===== config.mk =====
export PLATFORM = sky130hd
export DESIGN_NAME = keylock_sysreg
export DESIGN_NICKNAME = d
export VERILOG_FILES = /design/src/rtl/keylock_pkg.sv /design/src/rtl/keylock_lock_reg.sv /design/src/rtl/keylock_flag_reg.sv /design/src/rtl/keylock_rstctl.sv /design/src/rtl/keylock_sysreg.sv
export SDC_FILE = /design/constraint.sdc
export NUM_CORES = 1
export LEC_CHECK = 0
export BUFFER_PORTS_ARGS = -buffer_cell sky130_fd_sc_hd__buf_2
export CORE_UTILIZATION = 50
export CTS_CLUSTER_DIAMETER = 120
export DETAILED_ROUTE_END_ITERATION = 16
export PLACE_DENSITY = 0.68
export REMOVE_ABC_BUFFERS = 1
export SETUP_SLACK_MARGIN = 0.5
export SLEW_MARGIN = 20
export SYNTH_ARGS = -nofsm -noshare
export SYNTH_HDL_FRONTEND = slang
export SYNTH_SLANG_ARGS = --single-unit

===== constraint.sdc =====
create_clock -name clk_i -period 2.1 [get_ports clk_i]
set_input_delay 0.105 -clock clk_i [delete_from_list [all_inputs] [get_ports clk_i]]
set_output_delay 0.105 -clock clk_i [all_outputs]
set_load 0.1 [all_outputs]

===== src/rtl/keylock_pkg.sv =====
package keylock_pkg;
  localparam int unsigned LOCK_KEY  = 32'h0000_A05F;
  localparam int unsigned OFF_LOCK  = 'h20;
  localparam int unsigned OFF_FSET  = 'h30;
  localparam int unsigned OFF_FCLR  = 'h34;
  localparam int unsigned OFF_NVSET = 'h38;
  localparam int unsigned OFF_NVCLR = 'h3C;
  localparam int unsigned OFF_RCTL  = 'h40;

  // trigger bit per board variant; -1 means no reset control
  function automatic int trig_bit(input int variant);
    if (variant == 0) return 8;
    if (variant == 1 || variant == 2) return 2;
    return -1;
  endfunction
endpackage


===== src/rtl/keylock_lock_reg.sv =====
module keylock_lock_reg
  import keylock_pkg::*;
#(
  parameter int DATA_W = 32
) (
  input  logic              clk_i,
  input  logic              rst_ni,
  input  logic              wr_i,
  input  logic [DATA_W-1:0] wdata_i,
  output logic [15:0]       lock_o,
  output logic              unlocked_o
);
  logic [15:0] lock_q;

  always_ff @(posedge clk_i or negedge rst_ni) begin
    if (!rst_ni) lock_q <= '0;
    else if (wr_i) begin
      if (wdata_i == DATA_W'(LOCK_KEY)) lock_q <= 16'(LOCK_KEY);
      else lock_q <= {1'b0, wdata_i[14:0]};
    end
  end

  assign lock_o     = lock_q;
  assign unlocked_o = (lock_q == 16'(LOCK_KEY));

  AST_LOCK_FORM: assert property (@(posedge clk_i) disable iff (!rst_ni)
    lock_q[15] |-> unlocked_o) else $error("lock bit15 without key");
endmodule


===== src/rtl/keylock_flag_reg.sv =====
module keylock_flag_reg #(
  parameter int DATA_W = 32
) (
  input  logic              clk_i,
  input  logic              arst_ni,
  input  logic              set_i,
  input  logic              clr_i,
  input  logic [DATA_W-1:0] wdata_i,
  output logic [DATA_W-1:0] q_o
);
  logic [DATA_W-1:0] q;

  always_ff @(posedge clk_i or negedge arst_ni) begin
    if (!arst_ni) q <= '0;
    else if (set_i) q <= q | wdata_i;
    else if (clr_i) q <= q & ~wdata_i;
  end

  assign q_o = q;

  AST_FLAG_SET: assert property (@(posedge clk_i) disable iff (!arst_ni)
    set_i |=> ((q & $past(wdata_i)) == $past(wdata_i))) else $error("set lost");
  AST_FLAG_CLR: assert property (@(posedge clk_i) disable iff (!arst_ni)
    (clr_i && !set_i) |=> ((q & $past(wdata_i)) == '0)) else $error("clear lost");
endmodule


===== src/rtl/keylock_rstctl.sv =====
module keylock_rstctl
  import keylock_pkg::*;
#(
  parameter int DATA_W  = 32,
  parameter int VARIANT = 0
) (
  input  logic              clk_i,
  input  logic              rst_ni,
  input  logic              wr_i,
  input  logic              unlocked_i,
  input  logic [DATA_W-1:0] wdata_i,
  output logic [DATA_W-1:0] level_o,
  output logic              req_o
);
  localparam int TRIG = trig_bit(VARIANT);

  generate
    if (TRIG >= 0) begin : g_ctl
      logic [DATA_W-1:0] level_q;
      logic              req_q;
      logic              take;
      assign take = wr_i && unlocked_i;

      always_ff @(posedge clk_i or negedge rst_ni) begin
        if (!rst_ni) begin
          level_q <= '0;
          req_q   <= 1'b0;
        end else begin
          req_q <= take && wdata_i[TRIG];
          if (take) level_q <= wdata_i;
        end
      end

      assign level_o = level_q;
      assign req_o   = req_q;

      AST_LEVEL_KEYED: assert property (@(posedge clk_i) disable iff (!rst_ni)
        !$stable(level_q) |-> $past(wr_i && unlocked_i)) else $error("unkeyed level change");
      AST_REQ_KEYED: assert property (@(posedge clk_i) disable iff (!rst_ni)
        req_q |-> $past(wr_i && unlocked_i)) else $error("unkeyed request");
    end else begin : g_none
      logic unused_in;
      assign unused_in = ^{wr_i, unlocked_i, wdata_i, clk_i, rst_ni};
      assign level_o   = '0;
      assign req_o     = 1'b0;
    end
  endgenerate
endmodule


===== src/rtl/keylock_sysreg.sv =====
module keylock_sysreg
  import keylock_pkg::*;
#(
  parameter int ADDR_W  = 8,
  parameter int DATA_W  = 32,
  parameter int VARIANT = 0
) (
  input  logic              clk_i,
  input  logic              rst_ni,
  input  logic              por_ni,
  input  logic [ADDR_W-1:0] addr_i,
  input  logic              we_i,
  input  logic [DATA_W-1:0] wdata_i,
  output logic [DATA_W-1:0] rdata_o,
  output logic              rst_req_o
);
  logic [15:0]       lock_w;
  logic              unlocked_w;
  logic [DATA_W-1:0] flags_w, nvflags_w, level_w;

  logic wr_lock, wr_fset, wr_fclr, wr_nvset, wr_nvclr, wr_rctl;
  assign wr_lock  = we_i && (addr_i == ADDR_W'(OFF_LOCK));
  assign wr_fset  = we_i && (addr_i == ADDR_W'(OFF_FSET));
  assign wr_fclr  = we_i && (addr_i == ADDR_W'(OFF_FCLR));
  assign wr_nvset = we_i && (addr_i == ADDR_W'(OFF_NVSET));
  assign wr_nvclr = we_i && (addr_i == ADDR_W'(OFF_NVCLR));
  assign wr_rctl  = we_i && (addr_i == ADDR_W'(OFF_RCTL));

  keylock_lock_reg #(.DATA_W(DATA_W)) u_lock (
    .clk_i, .rst_ni, .wr_i(wr_lock), .wdata_i,
    .lock_o(lock_w), .unlocked_o(unlocked_w)
  );

  keylock_flag_reg #(.DATA_W(DATA_W)) u_flags (
    .clk_i, .arst_ni(rst_ni), .set_i(wr_fset), .clr_i(wr_fclr),
    .wdata_i, .q_o(flags_w)
  );

  keylock_flag_reg #(.DATA_W(DATA_W)) u_nvflags (
    .clk_i, .arst_ni(por_ni), .set_i(wr_nvset), .clr_i(wr_nvclr),
    .wdata_i, .q_o(nvflags_w)
  );

  keylock_rstctl #(.DATA_W(DATA_W), .VARIANT(VARIANT)) u_rstctl (
    .clk_i, .rst_ni, .wr_i(wr_rctl), .unlocked_i(unlocked_w),
    .wdata_i, .level_o(level_w), .req_o(rst_req_o)
  );

  always_comb begin
    rdata_o = '0;
    case (addr_i)
      ADDR_W'(OFF_LOCK):  rdata_o = DATA_W'(lock_w);
      ADDR_W'(OFF_FSET):  rdata_o = flags_w;
      ADDR_W'(OFF_NVSET): rdata_o = nvflags_w;
      ADDR_W'(OFF_RCTL):  rdata_o = level_w;
      default:            rdata_o = '0;
    endcase
  end

  AST_REQ_PULSE: assert property (@(posedge clk_i) disable iff (!rst_ni)
    rst_req_o |=> !rst_req_o) else $error("request wider than one clock");
  AST_REQ_FROM_WRITE: assert property (@(posedge clk_i) disable iff (!rst_ni)
    rst_req_o |-> $past(wr_rctl)) else $error("request without write");
endmodule


Word-level counts from Yosys, hierarchy flattened --
Index checks and enable logic that the tools add are counted.
Word-level totals: memories 0, word-level logic and storage cells 34, bits in latches 0, input bits 44, ROM bits 0, register bits 113, RAM bits 0, output and inout bits 33
Operators by class: mux-type cells 6, $add $sub $neg 0, $mul 0, equality and inequality tests 8, shifts and indexed selects 0, div/mod/pow operators 0, $lt $le $gt $ge 0, reductions and logical operators 10, bitwise logic cells 5
Operator list (count):
- 2-to-1 mux 32 bit | 4
- case mux 32 bit (4 select lines) | 1
- bitwise AND 32 bit | 2
- OR 32 bit | 2
- == test 8 x 6 -> 1 bit (second input constant) | 5
- == test 32 x 16 -> 1 bit (second input constant) | 1
- NOT 32 bit | 1
- == test 16 bit (second input constant) | 1
- 2-to-1 mux 16 bit | 1
- == test 8 x 7 -> 1 bit (second input constant) | 1
- logical AND 1 bit | 8
- nonzero test 2 bit | 2

Longest topological paths before layout --
word-level depth 4, depth in mapped cells 7, depth with buffers taken out 4

Hierarchy --
A second synthesis with hierarchy kept.
Unflattened totals: cells, all modules 440, area, all modules 5481.5 sq um
By module, submodules not included:
- keylock_flag_reg | instances 2, seq. area each 800.8 sq um, area each 1249.9 sq um, cells an instance 102
- keylock_rstctl | instances 1, seq. area each 825.8 sq um, area each 1337.5 sq um, cells an instance 70
- keylock_sysreg | instances 1, seq. area each 0.0 sq um, area each 913.4 sq um, cells an instance 113
- keylock_lock_reg | instances 1, seq. area each 400.4 sq um, area each 730.7 sq um, cells an instance 53

Worst setup path after synthesis --
OpenSTA, ideal clock, no wires.
kind input to output, start point in addr_i[2], end point out rdata_o[12], arrival 3.122 ns, required time 1.995 ns, path slack -1.127 ns, cell stages on the path 5, buffers on the path 2, path through buf_6 -> nor4_4 -> nand2_1 -> clkbuf_1 -> o21ai_0
On the way: cells in the longest elaborated chain, start to end 2, elaborated cells between the ends (all ways) 5, those cells by class 4 x eq/ne; 1 x mux
RTL lines:
- start: declaration | line keylock_sysreg.sv:11 | input logic [ADDR_W-1:0] addr_i,
- == test 8 x 7 -> 1 bit / == test 8 x 6 -> 1 bit (equally long branches) | line keylock_sysreg.sv:51 | case (addr_i)
- case mux 32 bit (4 select lines) (*) | line keylock_sysreg.sv:51
- end: declaration | line keylock_sysreg.sv:14 | output logic [DATA_W-1:0] rdata_o,
Every way passes the cells marked *; elsewhere a longest branch is shown, timed or not.

Worst setup path in the final report --
start point reg u_lock.lock_q[11], in the netlist u_lock.lock_o[11], end point reg u_rstctl.g_ctl.level_q[13], in the netlist u_rstctl.level_o[13]
On the way: cells in the longest elaborated chain, start to end 2
RTL lines:
- start: declaration | line keylock_lock_reg.sv:13 | logic [15:0] lock_q;
- start signal: assignment | line keylock_lock_reg.sv:18 | if (wdata_i == DATA_W'(LOCK_KEY)) lock_q <= 16'(LOCK_KEY);
- start signal: assignment | line keylock_lock_reg.sv:19 | else lock_q <= {1'b0, wdata_i[14:0]};
- == test 16 bit | line keylock_lock_reg.sv:24 | assign unlocked_o = (lock_q == 16'(LOCK_KEY));
- logical AND 1 bit | line keylock_rstctl.sv:22 | assign take = wr_i && unlocked_i;
- end signal: assignment | line keylock_rstctl.sv:30 | if (take) level_q <= wdata_i;
- end: declaration | line keylock_rstctl.sv:19 | logic [DATA_W-1:0] level_q;
Every way passes these cells. A chain may end at the register's enable or synchronous reset.

==> results.md <==
- The flow ran to the end, but the final reports show violations.
- The checks that failed: negative setup slack.
- Yosys printed 0 warnings.
- The delay of the slowest cell on the worst path is approximately 0.42 ns.
- Across the VDD grid, the largest voltage drop is 0.0005037 V.
- The main flop type after synthesis is sky130_fd_sc_hd__dfrtp_1.
- In this run the standard cell core region covers 10,460 um^2.
- Summing every instance area after synthesis gives between 5000 and 6000 um^2.
- The number of antenna violations at the first check in global routing is 0.
- STA puts the critical path data required time at 2.50 ns.
- The cell total after placement is 686.
- The synthesis-stage register bit count is 113.
- For this run, the post-layout net count is 684.
- The HPWL after detailed placement is 8.430 mm.
- Walking the worst path, the cells encountered are nor4_4 -> nand4_1 -> nor4_4 -> buf_4 -> buf_12 -> buf_16 -> mux2_4.
- Global routing used 30.51% of the available tracks.
- The total of buffers placed on input and output ports is 76.
- The number of enable flip-flop cells after synthesis is 0.
- Together, buffers and inverters on the worst path number 3.
- Routability-driven placement finished with a final weighted congestion of about 0.74.
- The setup-violating endpoint count in the final report is 25.
- The floorplan has 37 rows.
- Yosys attributes the largest share of cell area to sky130_fd_sc_hd__dfrtp_1 (52%), sky130_fd_sc_hd__mux2i_1 (8.8%), sky130_fd_sc_hd__nand2_1 (6.9%).
- The leakage power is approximately 4 nW.
- The cell type with the highest aggregate area in the netlist is sky130_fd_sc_hd__dfrtp_1.
- The final critical path time including I/O delays and setup is 2.169 ns.
- The detail route stage leaves a number of antenna-violating nets equal to 0.
- The total overflow left after global routing is 0.
- The via count of the routed design is 4,607.
- Setup repair after global routing could not meet its margin everywhere.
- The number of sinks driven by the clock tree is 113.
- The worst hold path class is primary input to register.
- For this configuration, the core starts out at a cell density of about 52%.
- In this run, the number of DRC markers left after iteration 0 of detailed routing was 266.
- The synthesis-to-finish area growth is 54.10%.
- The final number of max-transition violations is 0.
- The ratio of routed vias to standard cells is roughly 6.
- The total routed wirelength is 17.26 mm.
- Prior to clock tree synthesis, the placed netlist has a worst setup slack of 0.01212 ns.
- The worst pin sits at a relative slew slack of 43.10%.
- The number of diodes added for antenna fixing is 0.
- Clock-pin slew was measured on the worst setup and hold paths at 0.06 ns.
- Across all hold checks on the routed design, the worst slack comes to 0.06800 ns.
- In this run the worst path has a maximum fanout of 8.
- The number of global-route vias before repair is between 4k and 5k.
- After synthesis, the share of flip-flops with an asynchronous set or reset is 100.0%.
- The number of buffers inserted during clock tree synthesis is 17.
- The cell with the largest stage delay on the worst path is sky130_fd_sc_hd__dfrtp_1.
- Static timing analysis puts the maximum clock frequency at between 400 and 500 MHz.
- Leaving out filler cells and counting taps, the final layout contains ~790.
- In the routed design, unresolved DRC markers number 0.
- After routing the design area is 8389 um^2.
- The die covers 11,310 um^2.
- The critical path is of the register to register type.
- The root cell of the clock tree is sky130_fd_sc_hd__clkbuf_8.
- The H-tree depth is 4.
- The most numerous cell in the Yosys netlist is sky130_fd_sc_hd__dfrtp_1.
- The number of instances in the synthesized netlist is 488.
- The endpoint class of the critical path is a register.
- In this run the power density over the cells is 633.8 nW/um^2.
- The slew at the pin closest to its max-slew limit is 0.8534 ns.
- The kind of launch point of the worst setup path is a register.
- The die is roughly 110 um wide.
- The chip height is 106.3 um.
- In this run the cell area measured after placement is between 6000 and 7000 um^2.
- Dividing the detail-routed wire length by the instance count gives 21.88 um.
- The clock tree from TritonCTS is done.
- The largest net degree at the start of global routing is 48.
- The share of cells above drive strength 1 is 43.80%.
- Max-cap violations in this run came to 0.
- In the post-route analysis, the smallest setup slack over all paths is -0.06942 ns.
- The commonest cells after synthesis are sky130_fd_sc_hd__dfrtp_1 (113), sky130_fd_sc_hd__nand2_1 (100), sky130_fd_sc_hd__mux2i_1 (48), sky130_fd_sc_hd__inv_1 (33), sky130_fd_sc_hd__a22o_1 (32).
- In this run, distinct cell masters in the synthesized netlist total 34.
- The clock latency at the later pin of the worst-skew pair is 0.53 ns.
- The average cell area after synthesis is 11.16 um^2.
- The clock passes through at most 2 buffers.
- The wire length of the first global-routing pass is 25.61 mm.
- The length of the first detailed-routing pass in iterations is 5.
- The top cell type's share of synthesized area is a little over 50%.
- The top cell family by delay on the critical path is simple AND/OR/NAND/NOR gates.
- The arrival time at the worst endpoint is 2.57 ns.
- The final clock skew is 0.006937 ns.
- The final hold violation count is 0.
- The most common cell type on the critical path is sky130_fd_sc_hd__nor4_4.
- 77 I/O pins were placed.
- The fraction of the cycle the final worst path needs is 103.3%.
- The fraction of the yosys area taken by sequential cells is between 50% and 60%.
-- per-stage QoR --
stage          total power, mW  util [%]  TNS [ns]
6_report                 5.317     80.18   -0.8875
3_5_place_dp             2.647     62.58         0
5_1_grt                  5.471     80.18    -3.360
4_1_cts                  5.267     76.63         0
2_1_floorplan            2.439         -    -74.56
3_3_place_gp             2.634     62.58         0
-- cell type report --
class | count | area (um^2)
flip-flops and latches | 113 | 2828
multi-input cells | 312 | 2734
fillers | 596 | 2073
repair buffers | 163 | 2003
clock buffers | 20 | 445.4
well taps | 136 | 170.2
inverters | 33 | 123.9
clock inverters | 12 | 85.08
-- timing repair --
action                                  CTS  global route
endpoints found under the setup margin   64            66
buffers inserted                         13            16
hold endpoints to repair                225             0
resized for setup                        78            56
hold buffers                             34             0
pin swaps                                23            16
gates cloned                              7             1
-- worst paths after layout --
path                                                    start  slack, ns                               end  cells past startpoint
worst max-delay path            u_lock.lock_o[11]$_DFFE_PN0P_      -0.07  u_rstctl.level_o[13]$_DFFE_PN0P_                      7
worst min-delay path                                addr_i[5]       0.07          u_rstctl.req_o$_DFF_PN0_                      5
worst max register to register  u_lock.lock_o[11]$_DFFE_PN0P_      -0.07  u_rstctl.level_o[13]$_DFFE_PN0P_                      7
worst min register to register                       register       0.50                          register                      1
max in group asynchronous                              por_ni       1.34                         async pin                      2
min in group asynchronous                              rst_ni       0.08  u_rstctl.level_o[11]$_DFFE_PN0P_                      2
-- kinds of logic after synthesis --
family,Yosys count,share of synthesized area (%)
muxes,95,19.93
and+or+nand+nor,137,11.95
buffers and inverters,63,5.102
DFF,113,51.94
AOI/OAI and AO/OA,80,11.08
-- routing by layer --
metal | global-route usage, % | part of all wire, % | vias to the layer above
met1 | 39.92 | 42 | 2344
met4 | 11.11 | 2.0 | 0
met5 | 0 | 0 | -
met3 | 6.990 | 5.8 | 35
met2 | 49.58 | 50 | 197
li1 | - | - | 2031
-- tightest hold or removal path, delay by kind of cell --
kind,cells,cell delay (ns)
buf+inv,1,0.09
simple gates,4,0.35
-- cell usage in the layout (no fill, tap or decap), types with 5 or more instances in the layout --
cell type,synthesis,routed
sky130_fd_sc_hd__a22o_1,32,32
sky130_fd_sc_hd__a22oi_2,0,31
sky130_fd_sc_hd__buf_12,0,40
sky130_fd_sc_hd__buf_16,0,7
sky130_fd_sc_hd__buf_2,9,40
sky130_fd_sc_hd__buf_4,0,25
sky130_fd_sc_hd__buf_6,4,9
sky130_fd_sc_hd__clkbuf_16,0,22
sky130_fd_sc_hd__dfrtp_1,113,113
sky130_fd_sc_hd__dlygate4sd3_1,0,34
sky130_fd_sc_hd__inv_1,33,33
sky130_fd_sc_hd__mux2_2,23,15
sky130_fd_sc_hd__mux2_4,20,32
sky130_fd_sc_hd__mux2i_1,48,48
sky130_fd_sc_hd__nand2_1,100,84
sky130_fd_sc_hd__nand2_2,1,17
sky130_fd_sc_hd__nor2_1,6,5
sky130_fd_sc_hd__o21ai_2,0,15
-- power breakdown --
part	switching (mW)	internal [mW]
clock	1.07	1.51
sequential	0.0523	2.25
combinational	0.234	0.194
total	1.36	3.96
Note: power is estimated with default switching activity, not from simulation.
